==> src/rtl/ucw_fsm.sv <==
module ucw_fsm #(
  parameter int NX = 3,
  parameter int NA = 2,
  parameter int NS = 4,
  parameter int NY = 5,
  parameter int NP = 8,
  parameter logic [NP-1:0][NS+NX+NA-1:0] PMASK = {
    9'b0001_100_10, 9'b0001_000_01,
    9'b0010_010_10, 9'b0010_000_01,
    9'b0100_001_10, 9'b0100_000_01,
    9'b1000_100_10, 9'b1000_000_01},
  parameter logic [NP-1:0][NS+NY-1:0] PCODE = {
    9'b1000_11001, 9'b0001_01001,
    9'b0001_11000, 9'b0010_01000,
    9'b0010_10110, 9'b0100_00110,
    9'b0100_10010, 9'b1000_00010}
) (
  input  logic          clk,
  input  logic          rst,
  input  logic [NX-1:0] x_in,
  input  logic [NA-1:0] aux_in,
  input  logic          flt_on,
  input  logic          flt_sel,
  input  logic [$clog2(NP > NS ? NP : NS)-1:0] flt_idx,
  input  logic          flt_val,
  output logic [NS-1:0] st_o,
  output logic [NY-1:0] y_o
);
  localparam int NV = NS + NX + NA;
  localparam int NC = NS + NY;
  localparam int IW = $clog2(NP > NS ? NP : NS);
  localparam logic [NS-1:0] INIT = {1'b1, {(NS-1){1'b0}}};

  logic [NS-1:0] st_q, st_v;
  logic [NV-1:0] vec;
  logic [NP-1:0] prod;
  logic [NC-1:0] full;

  for (genvar j = 0; j < NS; j++) begin : g_st
    assign st_v[j] = (flt_on && flt_sel && flt_idx == IW'(j)) ? flt_val : st_q[j];
  end

  assign vec = {st_v, x_in, aux_in};

  for (genvar p = 0; p < NP; p++) begin : g_and
    logic hit;
    assign hit = &(vec | ~PMASK[p]);
    assign prod[p] = (flt_on && !flt_sel && flt_idx == IW'(p)) ? flt_val : hit;
  end

  for (genvar b = 0; b < NC; b++) begin : g_or
    logic [NP-1:0] col;
    for (genvar p = 0; p < NP; p++) begin : g_col
      assign col[p] = PCODE[p][b];
    end
    assign full[b] = |(prod & col);
  end

  always_ff @(posedge clk) begin
    if (rst) st_q <= INIT;
    else     st_q <= full[NC-1 -: NS];
  end

  assign st_o = st_q;
  assign y_o  = full[NY-1:0];

  p_reset_init_r1: assert property (@(posedge clk) disable iff (rst)
    $fell(rst) |-> st_q == INIT);

  p_weight_kept_r2: assert property (@(posedge clk) disable iff (rst)
    (!flt_on && $onehot0(aux_in) && $onehot0(st_q)) |=> $onehot0(st_q));

  p_dead_stays_r6: assert property (@(posedge clk) disable iff (rst)
    (!flt_on && st_q == '0) |=> st_q == '0);

  p_dead_quiet_r6: assert property (@(posedge clk) disable iff (rst)
    (!flt_on && st_q == '0) |-> y_o == '0);
endmodule

==> config.mk <==
export PLATFORM = sky130hd
export DESIGN_NAME = ucw_fsm
export DESIGN_NICKNAME = d
export VERILOG_FILES = /design/src/rtl/ucw_fsm.sv
export SDC_FILE = /design/constraint.sdc
export NUM_CORES = 1
export LEC_CHECK = 0
export BUFFER_PORTS_ARGS = -buffer_cell sky130_fd_sc_hd__buf_2
export CORE_AREA = 3 3 40 42
export CTS_BUF_LIST = sky130_fd_sc_hd__clkbuf_2 sky130_fd_sc_hd__clkbuf_4 sky130_fd_sc_hd__clkbuf_8
export CTS_CLUSTER_DIAMETER = 40
export DETAILED_ROUTE_END_ITERATION = 7
export DIE_AREA = 0 0 43 45
export MAX_ROUTING_LAYER = met4
export PLACE_DENSITY_LB_ADDON = 0.05
export SETUP_SLACK_MARGIN = 0.1
export SLEW_MARGIN = 10
export SYNTH_ARGS = -nofsm -noshare
export SYNTH_HDL_FRONTEND = slang
export SYNTH_SLANG_ARGS = --single-unit
==> constraint.sdc <==
create_clock -name clk -period 3 [get_ports clk]
set_clock_uncertainty 0.15 [all_clocks]
set_input_delay 0.75 -clock clk [delete_from_list [all_inputs] [get_ports clk]]
set_output_delay 0.75 -clock clk [all_outputs]
set_load 0.005 [all_outputs]
==> impl_metrics.env <==
export IMPL_hold_path_startpoint="st_o[2]$_SDFF_PP0_"
export IMPL_grt_max_degree=9
export IMPL_cp_max_fo=5
export IMPL_setup_viol=0
export IMPL_drive_above_1_share_pct=62.75
export IMPL_area_delta_synth_final_pct=54.12
export IMPL_cts_sinks=4
export IMPL_powerDensity_mw_per_mm2=255.4
export IMPL_relSlewSlack_pct=76.66
export IMPL_postLayoutCellArea_um2=865.8
export IMPL_initial_core_util_pct=43.72
export IMPL_yosys_warnings=0
export IMPL_drt_total_wl_um=1699
export IMPL_die_area_mm2=0.001935
export IMPL_ys_ff_latch=4
export IMPL_p_int_uw=150.3
export IMPL_grt_pass1_wl_um=2932
export IMPL_first_pass_iters=4
export IMPL_yosysSeqAreaShare_pct=14.25
export IMPL_grt_antenna_before_repair=0
export IMPL_yosysMostFrequentCell="nand2_1"
export IMPL_root_buffer="clkbuf_4"
export IMPL_synth_top_cells_by_area="dfxtp_1 (14%), buf_4 (8.0%), a221oi_2 (5.3%), nand2_1 (4.7%), nand4b_4 (4.2%)"
export IMPL_hpwlAfterDp_um=1336
export IMPL_gr_usage_met1_pct=25.12
export IMPL_cts_buffer_depth=2
export IMPL_crit_chain="buf_8, nand4b_4, or2_4, a221oi_4, a211oi_2, buf_4, nand3_2, buf_2"
export IMPL_grt_setup_unrepaired="true"
export IMPL_die_height_um=45
export IMPL_synth_nets=83
export IMPL_core_area_mm2=0.001285
export IMPL_nNetsFinal=117
export IMPL_row_count=13
export IMPL_gp_congestion=0.8624
export IMPL_clk_pin_slew_ns=0.04
export IMPL_worstSetupEndpointType="primary output"
export IMPL_cp_required_ns=2.10
export IMPL_hold_viol=0
export IMPL_grt_pass1_vias=652
export IMPL_critPathSlowestCell="a221oi_4"
export IMPL_syn_inst=70
export IMPL_async_flop_share_pct=0
export IMPL_clkPwrFrac_pct=30.0
export IMPL_cts_made_buffers=3
export IMPL_yosysTopAreaCellShare_pct=14.25
export IMPL_portBuffers=21
export IMPL_fmax_ghz=0.3451
export IMPL_switchingPower_uw=70.90
export IMPL_finalCriticalPeriod_ns=2.898
export IMPL_r2r_start="st_o[1]$_SDFF_PP0_"
export IMPL_grtUsageTotal_pct=20.27
export IMPL_seq_power_share_pct=26.7
export IMPL_synth_avg_cell_area_um2=8.026
export IMPL_total_power_uw=221.2
export IMPL_wire_per_inst_um=14.52
export IMPL_grt_overflow=0
export IMPL_cts_tree="done"
export IMPL_hold_path_class="register to register"
export IMPL_p_leak_uw=0.0003993
export IMPL_combinationalPowerShare_pct=43.4
export IMPL_synth_largest_area_cell="dfxtp_1"
export IMPL_die_x_um=43
export IMPL_yosysUniqueCellTypes=37
export IMPL_startpoint_type="input port"
export IMPL_peakVddDrop_uv=266.1
export IMPL_status="complete, no violations"
export IMPL_path_class="input port to primary output"
export IMPL_grt_busiest_layer="met2"
export IMPL_ys_flop_type="dfxtp_1"
export IMPL_drt_iter0_drc=9
export IMPL_drv_cap=0
export IMPL_ant_nets=0
export IMPL_synth_cell_area_um2=561.8
export IMPL_post_drt_via_cell_ratio=5.556
export IMPL_use_met2_pct=33.53
export IMPL_io_pin_count=22
export IMPL_tightest_slew_ns=0.3472
export IMPL_largest_reg_flops=4
export IMPL_setup_tns_ns=0
export IMPL_synth_edf_count=0
export IMPL_insertion_delay_ns=0.23
export IMPL_crit_start="flt_idx[2]"
export IMPL_path_delay_family="simple AND/OR/NAND/NOR gates"
export IMPL_placed_cell_area_um2=714.4
export IMPL_swShare_pct=32.06
export IMPL_maxSlewViolCount=0
export IMPL_antenna_cells=0
export IMPL_vias=650
export IMPL_max_stage_delay_ns=0.31
export IMPL_htreeDepth=1
export IMPL_cp_buffers_inverters=3
export IMPL_arrival_ns=2.00
export IMPL_drc_errors=0
export IMPL_grt_use_met3_pct=4.781
export IMPL_finalCritPeriodShare_pct=96.60
export IMPL_synth_common_cells="nand2_1 (7), buf_4 (6), a21oi_1 (4), dfxtp_1 (4), nor2_1 (4)"
-- power by group through the flow --
stage	Combinational [uW]	Clock [uW]	Sequential (uW)
global route	104	73.7	59.6
global placement	77.4	0	59.7
floorplan	48.3	0	59.4
CTS	90.7	69.4	59.0
finish	95.9	66.3	59.0
detailed placement	78.6	0	59.7
-- worst paths after layout --
path | to | slack, ns | cells past startpoint
hold reg to reg | st_o[2]$_SDFF_PP0_ | 0.51 | 2
setup / recovery | y_o[1] | 0.10 | 8
setup reg to reg | st_o[0]$_SDFF_PP0_ | 1.66 | 5
hold / removal | st_o[2]$_SDFF_PP0_ | 0.51 | 2
-- final cells by class --
| cell class | instances | area [um^2] |
|---|---|---|
| Clock buffer | 3 | 22.52 |
| Inverter | 2 | 7.507 |
| Multi-Input combinational cell | 56 | 481.7 |
| Timing Repair Buffer | 37 | 255.2 |
| Fill cell | 111 | 419.2 |
| Tap cell | 15 | 18.77 |
| Sequential cell | 4 | 80.08 |
-- cells in the final DEF (no fill, tap or decap), drive strengths merged --
cell type	n
a211oi	1
a21o	1
a21oi	6
a221oi	2
a22o	1
a22oi	1
a31oi	2
a32oi	2
buf	37
clkbuf	3
dfxtp	4
inv	2
nand2	8
nand2b	1
nand3	2
nand3b	3
nand4	1
nand4b	2
nor2	4
nor2b	3
nor3	3
nor3b	2
nor4b	1
o211ai	1
o21a	1
o21ai	3
o31ai	2
or2	2
or3b	1
-- layer usage --
metal | wire [um] | up-vias
met3 | 100 | 2
met5 | 0 | -
met1 | 741 | 300
met2 | 849 | 21
met4 | 8 | 0
li1 | - | 327
-- timing repair --
item / CTS / global route
setup buffers: 3 / 1
hold buffers: 0 / 0
setup endpoints to repair: 3 / 5
gates resized for setup: 17 / 7
pin swaps: 9 / 9
-- worst register-to-register path, cell delays in order, from the launching register on --
cell     delay [ns]
dfxtp_1        0.33
nand2_1        0.07
o21ai_1        0.06
a22o_1         0.23
a31oi_2        0.27
a21oi_1        0.10
-- metrics by stage --
| stage | setup WS [ns] | utilization (%) | std cells | hold slack (ns) |
|---|---|---|---|---|
| floorplan | 0.2013 | - | 70 | 0.4457 |
| global placement | 0.01935 | 55.60 | 110 | 0.4973 |
| detailed placement | -0.01902 | 55.60 | 110 | 0.5022 |
| CTS | 0.08331 | 64.46 | 116 | 0.5189 |
| global route | 0.005025 | 67.38 | 117 | 0.5587 |
| finish | 0.1021 | 67.38 | 117 | 0.5063 |
-- cells by family after synthesis --
logic type / synth area share [%]
compound gates: 32.96
flops: 14.25
simple gates: 40.53
buf+inv: 12.25
Power figures use the tool's default switching activity.
